### src/rtl/eeprom_stat_pkg.sv
package eeprom_stat_pkg;

    typedef enum logic [1:0] {
        ST_IDLE      = 2'd0,
        ST_ARR_BUSY  = 2'd1,
        ST_SR_BUSY   = 2'd2,
        ST_FILL_BUSY = 2'd3
    } wc_state_t;

    localparam logic [1:0] PROT_NONE    = 2'b00;
    localparam logic [1:0] PROT_QUARTER = 2'b01;
    localparam logic [1:0] PROT_HALF    = 2'b10;
    localparam logic [1:0] PROT_ALL     = 2'b11;

endpackage

### src/rtl/eeprom_prot_dec.sv
module eeprom_prot_dec #(
    parameter int ADDR_W = 11
) (
    input  logic [1:0]        prot,
    input  logic [ADDR_W-1:0] addr,
    output logic              locked
);
    import eeprom_stat_pkg::*;

    logic [1:0] top2;
    assign top2 = addr[ADDR_W-1 -: 2];

    always_comb begin
        unique case (prot)
            PROT_NONE:    locked = 1'b0;
            PROT_QUARTER: locked = (top2 == 2'b11);
            PROT_HALF:    locked = top2[1];
            PROT_ALL:     locked = 1'b1;
            default:      locked = 1'b1;
        endcase
    end
endmodule

### src/rtl/eeprom_addr_ptr.sv
module eeprom_addr_ptr #(
    parameter int ADDR_W = 11,
    parameter int PAGE_W = 4
) (
    input  logic              clk,
    input  logic              por_n,
    input  logic              soft_rst,
    input  logic              hi_ld,
    input  logic              lo_ld,
    input  logic [7:0]        byte_in,
    input  logic              rd_inc,
    input  logic              wr_inc,
    output logic [ADDR_W-1:0] addr
);
    localparam int HI_W = ADDR_W - 8;

    logic [ADDR_W-1:0] ptr_q;
    logic [PAGE_W-1:0] page_off;

    assign page_off = ptr_q[PAGE_W-1:0] + 1'b1;

    always_ff @(posedge clk or negedge por_n) begin
        if (!por_n) begin
            ptr_q <= '0;
        end else if (soft_rst) begin
            ptr_q <= '0;
        end else if (hi_ld || lo_ld) begin
            if (hi_ld) ptr_q[ADDR_W-1:8] <= byte_in[HI_W-1:0];
            if (lo_ld) ptr_q[7:0]        <= byte_in;
        end else if (rd_inc) begin
            ptr_q <= ptr_q + 1'b1;
        end else if (wr_inc) begin
            ptr_q[PAGE_W-1:0] <= page_off;
        end
    end

    assign addr = ptr_q;
endmodule

### src/rtl/eeprom_wc_timer.sv
module eeprom_wc_timer #(
    parameter int CNT_W = 20
) (
    input  logic             clk,
    input  logic             por_n,
    input  logic             soft_rst,
    input  logic             load,
    input  logic [CNT_W-1:0] load_val,
    output logic             expired
);
    logic [CNT_W-1:0] cnt_q;

    always_ff @(posedge clk or negedge por_n) begin
        if (!por_n)              cnt_q <= '0;
        else if (soft_rst)       cnt_q <= '0;
        else if (load)           cnt_q <= load_val;
        else if (cnt_q != '0)    cnt_q <= cnt_q - 1'b1;
    end

    assign expired = (cnt_q == '0);
endmodule

### src/rtl/eeprom_stat_ctrl.sv
module eeprom_stat_ctrl #(
    parameter int ADDR_W      = 11,
    parameter int PAGE_W      = 4,
    parameter int WR_CYCLES   = 250000,
    parameter int FILL_CYCLES = 500000
) (
    input  logic              clk,
    input  logic              por_n,
    input  logic              soft_rst,
    input  logic              wren_evt,
    input  logic              wrdi_evt,
    input  logic              addr_hi_ld,
    input  logic              addr_lo_ld,
    input  logic [7:0]        addr_byte,
    input  logic              rd_ack,
    input  logic              wr_ack,
    input  logic              arr_wr_start,
    input  logic              sr_wr_start,
    input  logic [1:0]        new_prot,
    input  logic              fill_start,
    output logic [7:0]        status_byte,
    output logic [ADDR_W-1:0] cur_addr,
    output logic              arr_wr_ok,
    output logic              sr_wr_ok,
    output logic              fill_ok
);
    import eeprom_stat_pkg::*;

    localparam int MAX_CYC = (FILL_CYCLES > WR_CYCLES) ? FILL_CYCLES : WR_CYCLES;
    localparam int CNT_W   = $clog2(MAX_CYC + 1);
    localparam logic [CNT_W-1:0] WR_RELOAD   = CNT_W'(WR_CYCLES - 1);
    localparam logic [CNT_W-1:0] FILL_RELOAD = CNT_W'(FILL_CYCLES - 1);

    wc_state_t        state_q, state_d;
    logic             wel_q;
    logic [1:0]       prot_q;
    logic             wip;
    logic             locked;
    logic             arr_go, sr_go, fill_go, any_go;
    logic             tmr_load, tmr_expired;
    logic [CNT_W-1:0] tmr_val;

    eeprom_prot_dec #(.ADDR_W(ADDR_W)) u_prot (
        .prot   (prot_q),
        .addr   (cur_addr),
        .locked (locked)
    );

    eeprom_addr_ptr #(.ADDR_W(ADDR_W), .PAGE_W(PAGE_W)) u_ptr (
        .clk      (clk),
        .por_n    (por_n),
        .soft_rst (soft_rst),
        .hi_ld    (addr_hi_ld),
        .lo_ld    (addr_lo_ld),
        .byte_in  (addr_byte),
        .rd_inc   (rd_ack),
        .wr_inc   (wr_ack),
        .addr     (cur_addr)
    );

    eeprom_wc_timer #(.CNT_W(CNT_W)) u_tmr (
        .clk      (clk),
        .por_n    (por_n),
        .soft_rst (soft_rst),
        .load     (tmr_load),
        .load_val (tmr_val),
        .expired  (tmr_expired)
    );

    assign wip       = (state_q != ST_IDLE);
    assign sr_wr_ok  = wel_q && !wip;
    assign arr_wr_ok = sr_wr_ok && !locked;
    assign fill_ok   = sr_wr_ok && (prot_q == PROT_NONE);

    assign arr_go  = arr_wr_start && arr_wr_ok && !soft_rst;
    assign sr_go   = sr_wr_start && sr_wr_ok && !soft_rst && !arr_go;
    assign fill_go = fill_start && fill_ok && !soft_rst && !arr_go && !sr_go;
    assign any_go  = arr_go || sr_go || fill_go;

    // state register
    always_ff @(posedge clk or negedge por_n) begin
        if (!por_n)        state_q <= ST_IDLE;
        else if (soft_rst) state_q <= ST_IDLE;
        else               state_q <= state_d;
    end

    // next state and timer control
    always_comb begin
        state_d  = state_q;
        tmr_load = 1'b0;
        tmr_val  = WR_RELOAD;
        unique case (state_q)
            ST_IDLE: begin
                if (arr_go) begin
                    state_d  = ST_ARR_BUSY;
                    tmr_load = 1'b1;
                end else if (sr_go) begin
                    state_d  = ST_SR_BUSY;
                    tmr_load = 1'b1;
                end else if (fill_go) begin
                    state_d  = ST_FILL_BUSY;
                    tmr_load = 1'b1;
                    tmr_val  = FILL_RELOAD;
                end
            end
            ST_ARR_BUSY, ST_SR_BUSY, ST_FILL_BUSY: begin
                if (tmr_expired) state_d = ST_IDLE;
            end
            default: state_d = ST_IDLE;
        endcase
    end

    always_ff @(posedge clk or negedge por_n) begin
        if (!por_n)        wel_q <= 1'b0;
        else if (soft_rst) wel_q <= 1'b0;
        else if (any_go)   wel_q <= 1'b0;
        else if (wrdi_evt) wel_q <= 1'b0;
        else if (wren_evt) wel_q <= 1'b1;
    end

    always_ff @(posedge clk or negedge por_n) begin
        if (!por_n)      prot_q <= PROT_NONE;
        else if (sr_go)  prot_q <= new_prot;
    end

    assign status_byte = {4'b0000, prot_q, wel_q, wip};
endmodule

### config.mk
export PLATFORM = sky130hd
export DESIGN_NAME = eeprom_stat_ctrl
export DESIGN_NICKNAME = d
export VERILOG_FILES = /design/src/rtl/eeprom_stat_pkg.sv /design/src/rtl/eeprom_prot_dec.sv /design/src/rtl/eeprom_addr_ptr.sv /design/src/rtl/eeprom_wc_timer.sv /design/src/rtl/eeprom_stat_ctrl.sv
export SDC_FILE = /design/constraint.sdc
export NUM_CORES = 1
export LEC_CHECK = 0
export ABC_CLOCK_PERIOD_IN_PS = 2000
export BUFFER_PORTS_ARGS = -buffer_cell sky130_fd_sc_hd__clkbuf_2
export CAP_MARGIN = 20
export CORE_MARGIN = 3
export CORE_UTILIZATION = 49
export DETAILED_ROUTE_END_ITERATION = 8
export PLACE_DENSITY = 0.76
export SLEW_MARGIN = 20
export SYNTH_ARGS = -nofsm -noshare
export SYNTH_HDL_FRONTEND = slang
export SYNTH_SLANG_ARGS = --single-unit
### constraint.sdc
create_clock -name clk -period 2 [get_ports clk]
set_clock_uncertainty 0.05 [all_clocks]
set_input_delay 0.1 -clock clk [delete_from_list [all_inputs] [get_ports clk]]
set_output_delay 0.1 -clock clk [all_outputs]
set_load 0.02 [all_outputs]
==> flow_summary.json, run 1 <==
{
  "status": "finished, final reports clean",
  "path_clk_slew_ns": 0.08,
  "clockPowerShare_pct": 15.6,
  "rsz0062_at_grt": "true",
  "start_util_pct": 51.68,
  "min_to": "u_ptr.addr[0]",
  "grt_pass1_vias": 1940,
  "ys_top_cells_by_area": "dfrtp_1, nor2_1, o21ai_0",
  "worstSetupPathType": "reg -> reg",
  "slew_headroom_pct": 57.24,
  "power_frac_comb_pct": 51.9,
  "drv_cap": 0,
  "grtUsageMet1_pct": 31.89,
  "pwr_density_cell_nw_per_um2": 1341,
  "ys_types": 54,
  "drt-total-wl_mm": 5.372,
  "p_switching_mw": 1.462,
  "io_buffers": 39,
  "hpwlAfterDp_mm": 3.925,
  "wl_per_cell_um": 15.35,
  "async_reset_ff_share_pct": 100.0,
  "total_power_mw": 3.577,
  "drv_slew": 0,
  "grt_pass1_wl_mm": 9.073,
  "cts_max_level": 2,
  "vias": 2061,
  "numCtsBuffers": 5,
  "grt_max_degree": 19,
  "r2r_setup_slack_ns": 0.05,
  "drt-initial-drc-count": 175,
  "p_leak_nw": 1.222,
  "tns_ns": 0,
  "avgSynthCellArea_um2": 9.026,
  "yosys_most_used_dff": "dfrtp_1",
  "reg2reg_from": "u_tmr.cnt_q[0]",
  "synth_most_common_cell": "dfrtp_1",
  "worst_pin_slew_ns": 0.6376,
  "yosys-top-cells-count": "dfrtp_1, nor2_1, o21ai_0, nand2_1",
  "reg2reg_depth": 7,
  "met2_usage_pct": 33.67,
  "cts_root_buf": "clkbuf_8",
  "yosysTopAreaCellShare_pct": 41.47,
  "drt-vias-per-instance": 5.889,
  "fp.dieArea_um2": 5134,
  "clock_latency_ns": 0.29,
  "final_hold_viol_count": 0,
  "ys_seq_elements": 35,
  "grt_use_total_pct": 22.18,
  "overflow": 0,
  "diodes": 0,
  "num_rows": 23,
  "seqPwrFrac_pct": 32.5,
  "yosysTopAreaCell": "dfrtp_1",
  "worstPathArrival_ns": 2.10,
  "min_from": "addr_byte[0]",
  "antenna_found_initial": 0,
  "placed_area_um2": 2445,
  "drc": 0,
  "synth-seq-area-share_pct": 41.47,
  "r2r_end": "u_tmr.cnt_q[7]",
  "core-area_um2": 4086,
  "required_ns": 2.14,
  "clock-sinks": 35,
  "antenna_left": 0,
  "hold_depth": 3,
  "peakVddDrop_v": 0.0007043,
  "cts_buffer_depth": 2,
  "final_layout_size_suffix_gt1_share_pct": 31.00,
  "die_w_um": 71.65,
  "period_minus_slack_ns": 1.955,
  "final_area_um2": 2668,
  "place_ws_ns": 0.008308,
  "finalSetupViolations": 0,
  "ios": 44,
  "gp_congestion": 0.8387,
  "startpoint_type": "flip-flop",
  "fmaxAchievable_mhz": 511.5,
  "holdWs_ns": 0.04902,
  "grtUsageMet3_pct": 5.189,
  "synth_edf_count": 0,
  "cts_tree": "built",
  "busiest_layer": "met2",
  "die_h_um": 71.65,
  "dr.pass1.iters": 4,
  "p_int_mw": 2.116,
  "areaGrowthSynthToFinish_pct": 26.30,
  "synth_warnings": 0,
  "nNetsFinal": 323,
  "critPathMaxFanout": 8,
  "syn_area_um2": 2112,
  "min_path_type": "in -> reg",
  "finalCritPeriodShare_pct": 97.75,
  "swShare_pct": 40.86,
  "syn_inst": 234,
  "cp-end-kind": "flip-flop",
  "worst_slack_ns": 0.04503
}
[routing by layer]
layer	routed length, um	share of wire [%]
met3	350	6.5
met1	2438	45
met4	34	0.63
met2	2549	47
met5	0	0
[layout by cell type (no fill, tap or decap), types with 3 or more instances in the layout]
| master | count |
|---|---|
| o31a_1 | 3 |
| clkbuf_2 | 39 |
| o31ai_1 | 6 |
| nand4_1 | 4 |
| and3_1 | 3 |
| dfrtp_1 | 34 |
| conb_1 | 4 |
| xor2_1 | 8 |
| buf_4 | 24 |
| o21ai_0 | 16 |
| or2_2 | 3 |
| nor3_1 | 10 |
| inv_1 | 5 |
| nand2b_1 | 3 |
| nor4_1 | 4 |
| o21a_1 | 3 |
| nand3_1 | 8 |
| xnor2_1 | 5 |
| nor2_1 | 27 |
| a31oi_1 | 6 |
| dlygate4sd3_1 | 5 |
| clkbuf_8 | 6 |
| a21oi_1 | 11 |
| o211ai_1 | 6 |
| nand2_1 | 13 |
[cell families (layout without fill, tap and decap cells)]
family          count (synthesis)  count (layout)  synth area share, %
simple gates                   91              91                23.58
compound gates                 69              69                21.45
flops                          35              35                41.47
buf+inv                        20              83                4.976
xor+xnor                       13              13                5.391
mux                             3               3                1.777
fa+ha+maj                       2               2                1.185
other cells                     1               4               0.1776
[sequential cells by signal (all words and copies together) (netlist names)]
| register | cells |
|---|---|
| u_tmr.cnt_q | 19 |
| u_ptr.addr | 11 |
| prot_q | 2 |
| state_q | 2 |
| wel_q | 1 |
[power by group through the flow]
stage          Combinational (mW)  Clock, mW  Sequential [mW]
2_1_floorplan                1.09          0             1.14
3_3_place_gp                 1.65          0             1.15
3_5_place_dp                 1.69          0             1.16
4_1_cts                      1.71      0.569             1.15
5_1_grt                      2.05      0.599             1.19
6_report                     1.86      0.558             1.16
[layout make-up]
class                           count  area, um2
Timing Repair Buffer               68      425.4
Clock buffer                        6      82.58
Multi-Input combinational cell    182       1177
Clock inverter                      2      16.27
Sequential cell                    35      877.1
Tap cell                           50      62.56
Inverter                            7      26.28
Fill cell                         338       1419
[timing repair]
item | in CTS | in global routing
hold buffers | 5 | 0
setup buffers | 0 | 5
endpoints found under the setup margin | 2 | 11
gates cloned | 0 | 0
pin swaps | 0 | 6
resized for setup | 1 | 10
endpoints found under the hold margin | 20 | 0
[per-stage QoR]
step / util [%] / cells
global route: 65.28 / 350
finish: 65.28 / 350
floorplan: - / 237
global placement: 59.83 / 332
CTS: 63.59 / 345
detailed placement: 59.83 / 332
[how the worst max path moves through the flow]
stage                    start              to  slack [ns]
2_1_floorplan   u_tmr.cnt_q[0]  u_tmr.cnt_q[7]        0.02
3_3_place_gp   u_tmr.cnt_q[16]  u_tmr.cnt_q[7]        0.07
3_5_place_dp   u_tmr.cnt_q[16]  u_tmr.cnt_q[7]       0.008
4_1_cts         u_tmr.cnt_q[0]  u_tmr.cnt_q[7]        0.03
5_1_grt         u_tmr.cnt_q[0]  u_tmr.cnt_q[1]       -0.03
6_report        u_tmr.cnt_q[0]  u_tmr.cnt_q[7]        0.05
[worst max-delay path, cell delays in order (launching register included)]
cell	delay, ns
dfrtp_1	0.40
inv_2	0.07
ha_4	0.13
and2b_2	0.17
nand2_2	0.07
or4_4	0.56
o22a_1	0.23
o21a_1	0.17
No activity file was read; power rests on OpenSTA's default activity.
==> run 2, diff against run 1 <==
Settings changed: PLACE_DENSITY 0.76 to 0.74.
==> flow_summary.json, run 2 (synthesis gave the netlist of run 1 again) <==
{
  "antenna_left": 0,
  "required_ns": 2.12,
  "dr.pass1.iters": 5,
  "diodes": 0,
  "drv_cap": 0,
  "worstPathArrival_ns": 2.13,
  "min_path_type": "in -> reg",
  "io_buffers": 39,
  "overflow": 0,
  "layout_commonest_cell": "clkbuf_2",
  "cts_tree": "built",
  "violations": "negative setup slack",
  "grt_pass1_vias": 1966,
  "worst_pin_slew_ns": 0.8781,
  "largest_reg_flops": 19,
  "areaGrowthSynthToFinish_pct": 24.23,
  "p_leak_nw": 1.212,
  "start_util_pct": 51.68,
  "final_hold_viol_count": 0,
  "total_power_mw": 3.532,
  "die_h_um": 71.65,
  "path_clk_slew_ns": 0.07,
  "antenna_found_initial": 0,
  "reg2reg_depth": 7,
  "wl_per_cell_um": 14.98,
  "rsz0062_at_grt": "true",
  "clock-sinks": 35,
  "drt-initial-drc-count": 120,
  "hpwlAfterDp_mm": 3.752,
  "largest-register": "u_tmr.cnt_q",
  "drt-total-wl_mm": 5.212,
  "grt_use_total_pct": 21.47,
  "slew_headroom_pct": 41.46,
  "period_minus_slack_ns": 2.004,
  "cts_root_buf": "clkbuf_8",
  "critPathMaxFanout": 8,
  "numCtsBuffers": 5,
  "ios": 44,
  "fp.dieArea_um2": 5134,
  "pwr_density_cell_nw_per_um2": 1346,
  "grt_pass1_wl_mm": 8.942,
  "finalCritPeriodShare_pct": 100.2,
  "clock_latency_ns": 0.28,
  "finalSetupViolations": 2,
  "core-area_um2": 4086,
  "final_util_pct": 64.21,
  "status": "finished, violations left",
  "peakVddDrop_v": 0.0006402,
  "num_rows": 23,
  "worst_slack_ns": -0.004404,
  "worstSetupPathType": "reg -> reg",
  "fmaxAchievable_mhz": 498.9,
  "cts_max_level": 2,
  "grt_max_degree": 36,
  "nNetsFinal": 321,
  "gp_congestion": 0.8265,
  "startpoint_type": "flip-flop",
  "cp-end-kind": "flip-flop",
  "final_layout_size_suffix_gt1_share_pct": 28.86,
  "layout_common_cells": "clkbuf_2, dfrtp_1, nor2_1",
  "vias": 2030,
  "drv_slew": 0,
  "hold_depth": 3,
  "drt-vias-per-instance": 5.833,
  "die_w_um": 71.65,
  "drc": 0,
  "cts_buffer_depth": 2
}
run 2: final timing paths:
kind | end | from | slack (ns)
min reg2reg | state_q[1] | state_q[1] | 0.48
min | wel_q | wren_evt | 0.04
max | u_tmr.cnt_q[14] | u_tmr.cnt_q[1] | -0.004
max in group asynchronous | u_tmr.cnt_q[18] | por_n | 0.94
min in group asynchronous | u_ptr.addr[4] | por_n | 0.42
max reg2reg | u_tmr.cnt_q[14] | u_tmr.cnt_q[1] | -0.004
run 2: layout make-up:
| cell class | count | area [um2] |
|---|---|---|
| fillers | 365 | 1463 |
| multi-input cells | 182 | 1151 |
| flip-flops and latches | 35 | 875.8 |
| repair buffers | 66 | 407.9 |
| clock buffers | 8 | 100.1 |
| well taps | 50 | 62.56 |
| inverters | 7 | 26.28 |
run 2: power by group:
| part | switching (mW) | internal [mW] |
|---|---|---|
| clock network | 0.242 | 0.314 |
| logic | 0.921 | 0.905 |
| registers | 0.241 | 0.909 |
run 2: per-layer routing:
layer	global-route usage [%]	wire length, um
met4	6.472	29
met1	30.85	2449
met3	3.366	262
met2	33.47	2470
met5	0	0
run 2: stage by stage:
step	area [um2]	setup TNS (ns)	std cells	hold slack (ns)	worst slack, ns
after floorplan	2123	0	237	-0.2456	0.01822
after global placement	2437	0	331	0.2013	0.06606
after detailed placement	2437	0	331	0.2131	0.03085
after CTS	2567	0	342	0.0004323	0.02651
after global routing	2624	-0.3895	348	0.04580	-0.07871
final	2624	-0.005574	348	0.03791	-0.004404
run 2: what timing repair did:
| action | in CTS | in global routing |
|---|---|---|
| gates resized for setup | 0 | 3 |
| endpoints found under the setup margin | 0 | 4 |
| endpoints found under the hold margin | 37 | 1 |
| buffers inserted | 0 | 5 |
| hold buffers | 3 | 1 |
run 2: critical path: stages, from the launching register on:
cell     delay [ns]
dfrtp_1        0.38
inv_1          0.10
ha_2           0.19
and2b_2        0.16
nand2_2        0.06
or4_4          0.56
o22a_1         0.24
o21a_1         0.16
